## config.mk

```make
export PLATFORM = sky130hd
export DESIGN_NAME = rect_cond_seq
export DESIGN_NICKNAME = d
export VERILOG_FILES = /design/src/rtl/rect_seq_pkg.sv /design/src/rtl/rect_linemax.sv /design/src/rtl/rect_zero_band.sv /design/src/rtl/rect_step_fsm.sv /design/src/rtl/rect_cond_seq.sv
export SDC_FILE = /design/constraint.sdc
export NUM_CORES = 1
export LEC_CHECK = 0
export ABC_AREA = 1
export BUFFER_PORTS_ARGS = -buffer_cell sky130_fd_sc_hd__buf_2
export CAP_MARGIN = 0
export CORE_MARGIN = 2
export CORE_UTILIZATION = 27
export DETAILED_ROUTE_END_ITERATION = 6
export PLACE_DENSITY = 0.44
export SYNTH_ARGS = -nofsm -noshare
export SYNTH_HDL_FRONTEND = slang
export SYNTH_SLANG_ARGS = --single-unit
```

## constraint.sdc

```tcl
create_clock -name clk -period 10.7 [get_ports clk]
set_clock_uncertainty 0.05 [all_clocks]
set_input_delay 1.07 -clock clk [delete_from_list [all_inputs] [get_ports clk]]
set_output_delay 1.07 -clock clk [all_outputs]
set_load 0.03 [all_outputs]
```

## src/rtl/rect_seq_pkg.sv

```systemverilog
package rect_seq_pkg;

  typedef enum logic [1:0] {
    ST_OFF  = 2'd0,
    ST_NORM = 2'd1,
    ST_OVL  = 2'd2
  } mode_e;

  typedef struct packed {
    mode_e      mode;
    logic [2:0] cur;   // pair conducting (outgoing pair in overlap)
    logic [2:0] nxt;   // incoming pair in overlap
  } cstate_t;

  localparam int NPAIR = 6;

  // upper-diode phase of pair k
  function automatic logic [1:0] top_ph(input logic [2:0] k);
    case (k)
      3'd0:    top_ph = 2'd0;
      3'd1:    top_ph = 2'd1;
      3'd2:    top_ph = 2'd2;
      3'd3:    top_ph = 2'd1;
      3'd4:    top_ph = 2'd2;
      default: top_ph = 2'd0;
    endcase
  endfunction

  // lower-diode phase of pair k
  function automatic logic [1:0] bot_ph(input logic [2:0] k);
    case (k)
      3'd0:    bot_ph = 2'd1;
      3'd1:    bot_ph = 2'd2;
      3'd2:    bot_ph = 2'd0;
      3'd3:    bot_ph = 2'd0;
      3'd4:    bot_ph = 2'd1;
      default: bot_ph = 2'd2;
    endcase
  endfunction

  function automatic logic [5:0] pair_bits(input logic [2:0] k);
    logic [5:0] b;
    b = '0;
    b[{top_ph(k), 1'b0}] = 1'b1;
    b[{bot_ph(k), 1'b1}] = 1'b1;
    return b;
  endfunction

endpackage

```

## src/rtl/rect_linemax.sv

```systemverilog
module rect_linemax
  import rect_seq_pkg::*;
#(
  parameter int VW = 16
) (
  input  logic signed [VW-1:0] vl_ab,
  input  logic signed [VW-1:0] vl_bc,
  input  logic signed [VW-1:0] vl_ca,
  output logic        [2:0]    k_max,
  output logic signed [VW:0]   v_max
);

  logic signed [VW:0] line [NPAIR];

  assign line[0] = VW'(vl_ab) <<< 0;
  assign line[1] = VW'(vl_bc) <<< 0;
  assign line[2] = VW'(vl_ca) <<< 0;
  assign line[3] = -{vl_ab[VW-1], vl_ab};
  assign line[4] = -{vl_bc[VW-1], vl_bc};
  assign line[5] = -{vl_ca[VW-1], vl_ca};

  always_comb begin
    k_max = 3'd0;
    v_max = line[0];
    for (int k = 1; k < NPAIR; k++) begin
      if (line[k] > v_max) begin   // strict: lowest index wins a tie
        k_max = 3'(k);
        v_max = line[k];
      end
    end
  end

endmodule

```

## src/rtl/rect_zero_band.sv

```systemverilog
module rect_zero_band #(
  parameter int IW = 16,
  parameter int DB = 4
) (
  input  logic signed [IW-1:0] cur,
  output logic                 pos,
  output logic                 neg
);

  localparam logic signed [IW-1:0] BAND = IW'(DB);

  assign pos = (cur > BAND);
  assign neg = (cur < -BAND);

endmodule

```

## src/rtl/rect_step_fsm.sv

```systemverilog
module rect_step_fsm
  import rect_seq_pkg::*;
#(
  parameter int VW = 16
) (
  input  cstate_t              st,
  input  logic        [2:0]    k_max,
  input  logic signed [VW:0]   v_max,
  input  logic signed [VW-1:0] v_link,
  input  logic signed [VW-1:0] v_stray,
  input  logic        [2:0]    pos,
  input  logic        [2:0]    neg,
  output cstate_t              ns
);

  localparam int XW = VW + 2;

  logic signed [XW-1:0] vmax_x, link_x, thr_x;
  logic                 all_zero;
  logic [1:0]           tc, bc, tn, bn, out_ph;
  logic                 share_top, share_one, pair_dead, out_dead;

  assign vmax_x   = XW'(v_max);
  assign link_x   = XW'(v_link);
  assign thr_x    = XW'(v_link) + XW'(v_stray);
  assign all_zero = ~|(pos | neg);

  assign tc = top_ph(st.cur);
  assign bc = bot_ph(st.cur);
  assign tn = top_ph(k_max);
  assign bn = bot_ph(k_max);

  // pair conduction ends when currents leave their forward direction
  assign pair_dead = !pos[tc] || !neg[bc];
  assign share_one = (k_max != st.cur) && ((tc == tn) || (bc == bn));

  // outgoing phase during overlap: the unshared diode of the old pair
  assign share_top = (top_ph(st.cur) == top_ph(st.nxt));
  assign out_ph    = share_top ? bot_ph(st.cur) : top_ph(st.cur);
  assign out_dead  = share_top ? !neg[out_ph] : !pos[out_ph];

  always_comb begin
    ns = st;
    unique case (st.mode)
      ST_OFF: begin
        if (vmax_x > link_x) begin
          ns.mode = ST_NORM;
          ns.cur  = k_max;
          ns.nxt  = k_max;
        end
      end
      ST_NORM: begin
        if (all_zero || pair_dead) begin
          ns.mode = ST_OFF;
        end else if (share_one && (vmax_x > thr_x)) begin
          ns.mode = ST_OVL;
          ns.nxt  = k_max;
        end
      end
      ST_OVL: begin
        if (all_zero) begin
          ns.mode = ST_OFF;
        end else if (out_dead) begin
          ns.mode = ST_NORM;
          ns.cur  = st.nxt;
        end
      end
      default: ns.mode = ST_OFF;
    endcase
  end

endmodule

```

## src/rtl/rect_cond_seq.sv

```systemverilog
module rect_cond_seq
  import rect_seq_pkg::*;
#(
  parameter int VW = 16,
  parameter int IW = 16,
  parameter int DB = 4
) (
  input  logic                 clk,
  input  logic                 rst,
  input  logic                 sample_en,
  input  logic signed [VW-1:0] vl_ab,
  input  logic signed [VW-1:0] vl_bc,
  input  logic signed [VW-1:0] vl_ca,
  input  logic signed [VW-1:0] v_link,
  input  logic signed [VW-1:0] v_stray,
  input  logic signed [IW-1:0] cur_a,
  input  logic signed [IW-1:0] cur_b,
  input  logic signed [IW-1:0] cur_c,
  output logic        [5:0]    diode_on,
  output logic                 overlap,
  output logic        [2:0]    force_zero
);

  cstate_t            st_q, st_d;
  logic [2:0]         k_max;
  logic signed [VW:0] v_max;
  logic [2:0]         pos, neg;
  logic signed [IW-1:0] cur_v [3];
  logic [5:0]         sw_d;
  logic [2:0]         fz_d;

  assign cur_v[0] = cur_a;
  assign cur_v[1] = cur_b;
  assign cur_v[2] = cur_c;

  rect_linemax #(.VW(VW)) u_max (
    .vl_ab (vl_ab),
    .vl_bc (vl_bc),
    .vl_ca (vl_ca),
    .k_max (k_max),
    .v_max (v_max)
  );

  for (genvar p = 0; p < 3; p++) begin : g_band
    rect_zero_band #(.IW(IW), .DB(DB)) u_band (
      .cur (cur_v[p]),
      .pos (pos[p]),
      .neg (neg[p])
    );
  end

  rect_step_fsm #(.VW(VW)) u_fsm (
    .st      (st_q),
    .k_max   (k_max),
    .v_max   (v_max),
    .v_link  (v_link),
    .v_stray (v_stray),
    .pos     (pos),
    .neg     (neg),
    .ns      (st_d)
  );

  always_comb begin
    case (st_d.mode)
      ST_NORM: sw_d = pair_bits(st_d.cur);
      ST_OVL:  sw_d = pair_bits(st_d.cur) | pair_bits(st_d.nxt);
      default: sw_d = '0;
    endcase
    for (int p = 0; p < 3; p++) fz_d[p] = ~(sw_d[2*p] | sw_d[2*p+1]);
  end

  always_ff @(posedge clk) begin
    if (rst) begin
      st_q       <= '{mode: ST_OFF, cur: 3'd0, nxt: 3'd0};
      diode_on   <= '0;
      overlap    <= 1'b0;
      force_zero <= 3'b111;
    end else if (sample_en) begin
      st_q       <= st_d;
      diode_on   <= sw_d;
      overlap    <= (st_d.mode == ST_OVL);
      force_zero <= fz_d;
    end
  end

endmodule

```

==> results of run 1 <==
final timing paths:
kind / start / to / slack, ns / depth (start not counted)
setup / recovery: vl_ab[15] / diode_on[5] / -0.28 / 90
hold / removal: force_zero[2] / force_zero[2] / 0.42 / 2
hold reg to reg: force_zero[2] / force_zero[2] / 0.42 / 2
setup reg to reg: st_q[4] / diode_on[5] / 7.59 / 18
power breakdown:
part | total (mW) | internal, mW | switching (mW)
logic | 3.78 | 1.79 | 1.98
clock network | 0.0843 | 0.0569 | 0.0273
registers | 0.115 | 0.0897 | 0.0250
total | 3.98 | 1.94 | 2.04
timing repair:
item                                    4_1_cts  5_1_grt
pin swaps                                   106      130
gates cloned                                  7        2
resized for setup                           223      173
hold buffers                                  0        0
setup buffers                                29       12
endpoints found under the setup margin       18       18
layer usage:
layer	GRT usage	part of all wire	vias up
met1	0.2416	0.48	3826
li1	-	-	4656
met2	0.3167	0.48	176
met3	0.007032	0.037	14
met4	0.01186	0.0061	0
met5	0	0	-
critical path, delay by kind of cell:
kind / cells / cell delay, ns
compound gates: 13 / 1.72
simple gates: 49 / 4.13
buf+inv: 21 / 2.30
fa+ha+maj: 7 / 1.83
placed cells by master, fill, tap and decap left out, drive strengths merged, types with 3 or more instances in the layout:
| cell | n |
|---|---|
| nand4 | 26 |
| o31ai | 4 |
| a22oi | 3 |
| o21bai | 8 |
| nor4 | 11 |
| a21oi | 81 |
| ha | 138 |
| or2 | 3 |
| o211ai | 5 |
| nand2 | 284 |
| nor3 | 23 |
| nor2 | 80 |
| nand3b | 4 |
| nand3 | 59 |
| xnor2 | 9 |
| buf | 377 |
| a31oi | 6 |
| clkbuf | 6 |
| a21o | 4 |
| o21ai | 129 |
| xor2 | 44 |
| inv | 199 |
| dfxtp | 18 |
state kept, by name, indices dropped and copies added (netlist names):
signal      flops
st_q            8
overlap         1
diode_on        6
force_zero      3
layout make-up:
cell class | instances | area share
multi-input combinational | 936 | 0.6132
clock buffer | 4 | 0.007749
sequential | 18 | 0.03143
timing repair buffer | 379 | 0.2445
inverter | 199 | 0.06713
tap | 330 | 0.03602
kinds of logic after synthesis:
kind of cell / after synthesis / synth area share
AOI/OAI and AO/OA: 249 / 0.1941
xor gates and xnor gates: 53 / 0.06655
adders and majority gates: 139 / 0.2504
buffers and inverters: 220 / 0.1191
DFF: 18 / 0.05166
and+or+nand+nor: 493 / 0.3182
==> impl_metrics.csv, run 1 <==
group,metric,value,unit
logic_synthesis,yosys.area.top_type,"ha_1",
detailed_routing,wl,24800,µm
clock_tree,cts_sinks,18,
placed_design,dpl.hpwl,20140,µm
placed_design,port_buffers,140,
setup_path,crit_path_max_incr_delay,0.32,ns
worst_hold_path,hp-class,"register to register",
die,die_area,27140,µm²
setup_path,cp_common_cell,"nand2_2",
global_routing,grt_max_degree,23,
placed_design,gp_congestion,0.8504,
setup_path,crit_type,"input port to register",
detailed_routing,drc_errors,0,
logic_synthesis,synth_top_area_frac,0.2475,
layout,drive_gt1_frac,0.4271,
global_routing,grt_overflow_total,0,
run_status,violations,"setup timing",
setup_path,worst_ep_required_time,10.79,ns
logic_synthesis,syn_area,6975,µm²
die,die_h,164.7,µm
detailed_routing,drt_iter0_drc,310,
pwr,leakage,5.903,nW
die,top_level_ports,141,
clock_tree,cts.clk_slew.worst_paths,0.06,ns
placed_design,pre_cts_ws,-1.614,ns
clock_tree,cts_root_buf,"clkbuf_16",
timing,setup-tns-final,-2.531,ns
setup_path,worst_path_max_delay_cell,"ha_1",
timing,rsz0062_at_grt,"yes",
logic_synthesis,synth_most_common_cell,"nand2_1",
setup_path,critical_path.max_fanout,14,
logic_synthesis,ys_seq_area_frac,0.05166,
setup_path,end_kind,"register",
layout,ff_latch_area,360.3,µm²
run_status,status,"complete, but fails checks",
die,die_x,164.7,µm
logic_synthesis,syn_nets,1442,
logic_synthesis,ys_types,49,
clock_tree,cts_tree,"built",
global_routing,track_usage,0.1755,
placed_design,place_area,9527,µm²
detailed_routing,wire_per_inst,13.29,µm
logic_synthesis,async_reset_ff_frac,0,
timing,layout_setup_ws,-0.2804,ns
logic_synthesis,synth-edff-count,0,
logic_synthesis,synthTopCellsByCount,"nand2_1, inv_1, ha_1",
pwr,powerDensity,346.8,nW/µm²
global_routing,antenna_found_initial,0,
logic_synthesis,synth.area.top_cells,"ha_1, nand2_1, inv_1, o21ai_0, a21oi_1",
layout,finalInstanceArea,11460,µm²
setup_path,arrival,11.07,ns
global_routing,grt_pass1_vias,8291,
placed_design,placedCellCount,1815,
timing,slew_violations,0,
job,drv_cap,0,
layout,multi_input_area,7029,µm²
die,fp-row-count,58,
logic_synthesis,yosysWarnings,0,
layout,final_nets,1807,
clock_tree,numCtsBuffers,3,
die,initial_core_util,0.2762,
timing,final_hold_viol_count,0,
timing,period_needed,10.98,ns
detailed_routing,ant_nets,0,
clock_tree,clockBufferDepth,2,
detailed_routing,post_drt_via_cell_ratio,4.647,
pwr,ir_drop,0.0001636,V
clock_tree,htreeDepth,1,
timing,setup-violations-final,12,
layout,area_delta_synth_final,64.34,%
pwr,total_power,3.976,mW
layout,nFillCells,2712,
clock_tree,insertion_delay,0.25,ns
detailed_routing,first_pass_iters,5,
logic_synthesis,ys.flop_type,"dfxtp_1",
global_routing,grt_pass1_wl,39110,µm
die,core_area,25250,µm²
logic_synthesis,avgSynthCellArea,5.952,µm²
timing,relSlewSlack,0.5974,
timing,hold_slack,0.4239,ns
timing,worst_pin_slew,0.6039,ns
layout,n_antenna_cell,0,
setup_path,startpoint_type,"input port",
detailed_routing,vias,8672,
logic_synthesis,synth-seq-cells,18,
logic_synthesis,postSynthCellCount,1172,
layout,final_util,0.4539,
timing,max_freq,0.09107,GHz
timing,fin_crit_sh,1.026,
layout,stdcell_count,1866,
No activity file was read; power rests on OpenSTA's default activity.
==> run 2, diff against run 1 <==
--- a/config.mk
+++ b/config.mk
@@ -5,7 +5,6 @@
 export SDC_FILE = /design/constraint.sdc
 export NUM_CORES = 1
 export LEC_CHECK = 0
-export ABC_AREA = 1
 export BUFFER_PORTS_ARGS = -buffer_cell sky130_fd_sc_hd__buf_2
 export CAP_MARGIN = 0
 export CORE_MARGIN = 2
==> run 2 against run 1 <==
Effect of this change:
- the flow still finishes with violations (setup timing)
- register-to-register slack worse by 0.78 ns
- synthesized cell count shrank 21%
- power is 44% lower
- flip-flop and latch count unchanged
- worst hold slack got worse by 0.012 ns
- design area is 3.2% lower
- worst setup slack worse by 1.4 ns
- final cell count is 13% lower
- critical endpoint is now force_zero[2]
- highest routed layer unchanged
==> impl_metrics.csv, run 2 <==
group,metric,value,unit
timing,layout_setup_ws,-1.661,ns
logic_synthesis,yosysWarnings,0,
setup_path,crit_type,"input port to register",
setup_path,arrival,12.45,ns
timing,period_needed,12.36,ns
placed_design,port_buffers,140,
clock_tree,ctsHoldBuffers,0,
detailed_routing,vias,7973,
die,die_x,160.8,µm
run_status,violations,"setup timing",
logic_synthesis,synth_most_common_cell,"ha_1",
layout,largest_reg_flops,8,
logic_synthesis,postSynthCellCount,925,
logic_synthesis,synth_top_area_frac,0.2602,
detailed_routing,drc_errors,0,
run_status,status,"complete, but fails checks",
clock_tree,htreeDepth,1,
layout,final_nets,1578,
timing,hold_slack,0.4119,ns
detailed_routing,drt_iter0_drc,376,
global_routing,grt_pass1_wl,40050,µm
global_routing,grt_max_degree,20,
logic_synthesis,ys_types,68,
logic_synthesis,synth.area.top_cells,"ha_1, a21oi_1, xnor2_1, dfxtp_1, nor2_1",
timing,setup-violations-final,18,
die,die_area,25840,µm²
die,initial_core_util,0.2736,
global_routing,grt_pass1_vias,7805,
timing,final_hold_viol_count,0,
timing,relSlewSlack,0.5334,
timing,slew_violations,0,
pwr,total_power,2.240,mW
pwr,leakage,5.168,nW
setup_path,end_kind,"register",
setup_path,cp_common_cell,"ha_4",
logic_synthesis,async_reset_ff_frac,0,
setup_path,worst_path_max_delay_cell,"mux2_2",
placed_design,pre_cts_ws,-2.642,ns
clock_tree,cts_sinks,18,
clock_tree,cts.clk_slew.worst_paths,0.05,ns
placed_design,dpl.hpwl,21120,µm
layout,regMostFlops,"st_q",
detailed_routing,ant_nets,0,
global_routing,antenna_found_initial,0,
setup_path,crit_path_max_incr_delay,0.37,ns
die,core_area,24250,µm²
layout,n_antenna_cell,0,
detailed_routing,wire_per_inst,15.79,µm
detailed_routing,highest_layer,"met4",
detailed_routing,first_pass_iters,5,
pwr,ir_drop,0.00009265,V
placed_design,place_area,9478,µm²
clock_tree,numCtsBuffers,3,
layout,finalInstanceArea,11100,µm²
detailed_routing,wl,25750,µm
timing,worst_pin_slew,0.6977,ns
global_routing,grt_overflow_total,0,
logic_synthesis,syn_area,6635,µm²
pwr,powerDensity,201.9,nW/µm²
clock_tree,cts_tree,"built",
timing,rsz0062_at_grt,"yes",
clock_tree,cts_root_buf,"clkbuf_16",
logic_synthesis,syn_nets,1195,
logic_synthesis,ys_seq_area_frac,0.05431,
timing,setup-tns-final,-24.16,ns
logic_synthesis,synthTopCellsByCount,"ha_1, nor2_1, inv_1",
logic_synthesis,yosys.area.top_type,"ha_1",
clock_tree,insertion_delay,0.25,ns
layout,drive_gt1_frac,0.4537,
detailed_routing,post_drt_via_cell_ratio,4.888,
logic_synthesis,synth-seq-cells,18,
timing,max_freq,0.08090,GHz
clock_tree,clockBufferDepth,2,
setup_path,critical_path.max_fanout,7,
layout,mostFrequentLayoutCells,"buf_4, buf_2, ha_1",
worst_hold_path,hp-class,"register to register",
layout,reg_top3,"st_q (8), diode_on (6), force_zero (3)",
layout,area_delta_synth_final,67.25,%
layout,final_common_cell,"buf_4",
die,fp-row-count,57,
timing,fin_crit_sh,1.155,
placed_design,gp_congestion,0.8732,
detailed_routing,route.met3.wl,838,µm
logic_synthesis,avgSynthCellArea,7.173,µm²
global_routing,track_usage,0.1893,
setup_path,worst_ep_required_time,10.79,ns
detailed_routing,wl_met1,12930,µm
die,die_h,160.8,µm
setup_path,startpoint_type,"input port",
detailed_routing,wl_met2,11740,µm
job,drv_cap,0,
logic_synthesis,synth-edff-count,0,
logic_synthesis,ys.flop_type,"dfxtp_1",
die,top_level_ports,141,
layout,nFillCells,2473,
run 2: changes by cell type in the layout (fill, tap and decap cells not counted), moves of 25 or more:
cell     previous run  this run
nand2_1           213        57
inv_1             166        64
nand2_2            60         5
o21ai_2            49         7
xnor2_1             9        45
nor2_1             51        81
xor2_1             44        15
a21o_1              4        31
buf_4             211       238
o21ai_1            33         8
run 2: final timing paths:
kind               start  depth (start not counted)  slack (ns)            end
max            vl_ab[12]                         63       -1.66  force_zero[2]
min          diode_on[3]                          2        0.41    diode_on[3]
max reg2reg      st_q[3]                         17        6.81  force_zero[2]
min reg2reg  diode_on[3]                          2        0.41    diode_on[3]
run 2: power by group:
part / switching (mW) / leakage (nW) / internal, mW
clock network: 0.0270 / 0.0442 / 0.0569
logic: 0.983 / 4.98 / 1.06
registers: 0.0295 / 0.148 / 0.0841
total: 1.04 / 5.17 / 1.20
run 2: kinds of logic after synthesis:
family                   Yosys count  share of synthesized area
AND/OR/NAND/NOR                  316                     0.2359
AO/OA/AOI/OAI                    242                     0.2369
multiplexers                      44                    0.06902
XOR/XNOR                          61                    0.08052
buffers and inverters            105                    0.06015
flip-flops                        18                    0.05431
adder cells (fa/ha/maj)          139                     0.2632
run 2: final cells by class:
class,instances,area (µm²),area share
well taps,324,405.4,0.03653
multi-input cells,802,7069,0.6370
inverters,82,317.8,0.02864
flip-flops and latches,18,360.3,0.03247
clock buffers,4,88.84,0.008005
repair buffers,401,2855,0.2573
run 2: worst max-delay path, delay by kind of cell:
kind	cells	cell delay [ns]
adders and majority gates	7	1.86
and+or+nand+nor	20	3.24
buffers and inverters	10	1.25
AOI/OAI and AO/OA	24	4.39
muxes	2	0.63
run 2: what timing repair did:
action / CTS / global route
pin swaps: 75 / 48
cloned: 5 / 0
gates resized for setup: 126 / 80
setup buffers: 38 / 23
endpoints found under the setup margin: 18 / 18
run 2: metrics by stage:
step | util | cells
finish | 0.4576 | 1631
global placement | 0.3909 | 1568
floorplan | - | 925
CTS | 0.4343 | 1611
global route | 0.4576 | 1631
detailed placement | 0.3909 | 1568
run 2: routing by layer:
metal,up-vias,global-route usage
met5,-,0
met4,0,0.02029
met3,12,0.008781
met2,140,0.3150
met1,3626,0.2791
li1,4195,-
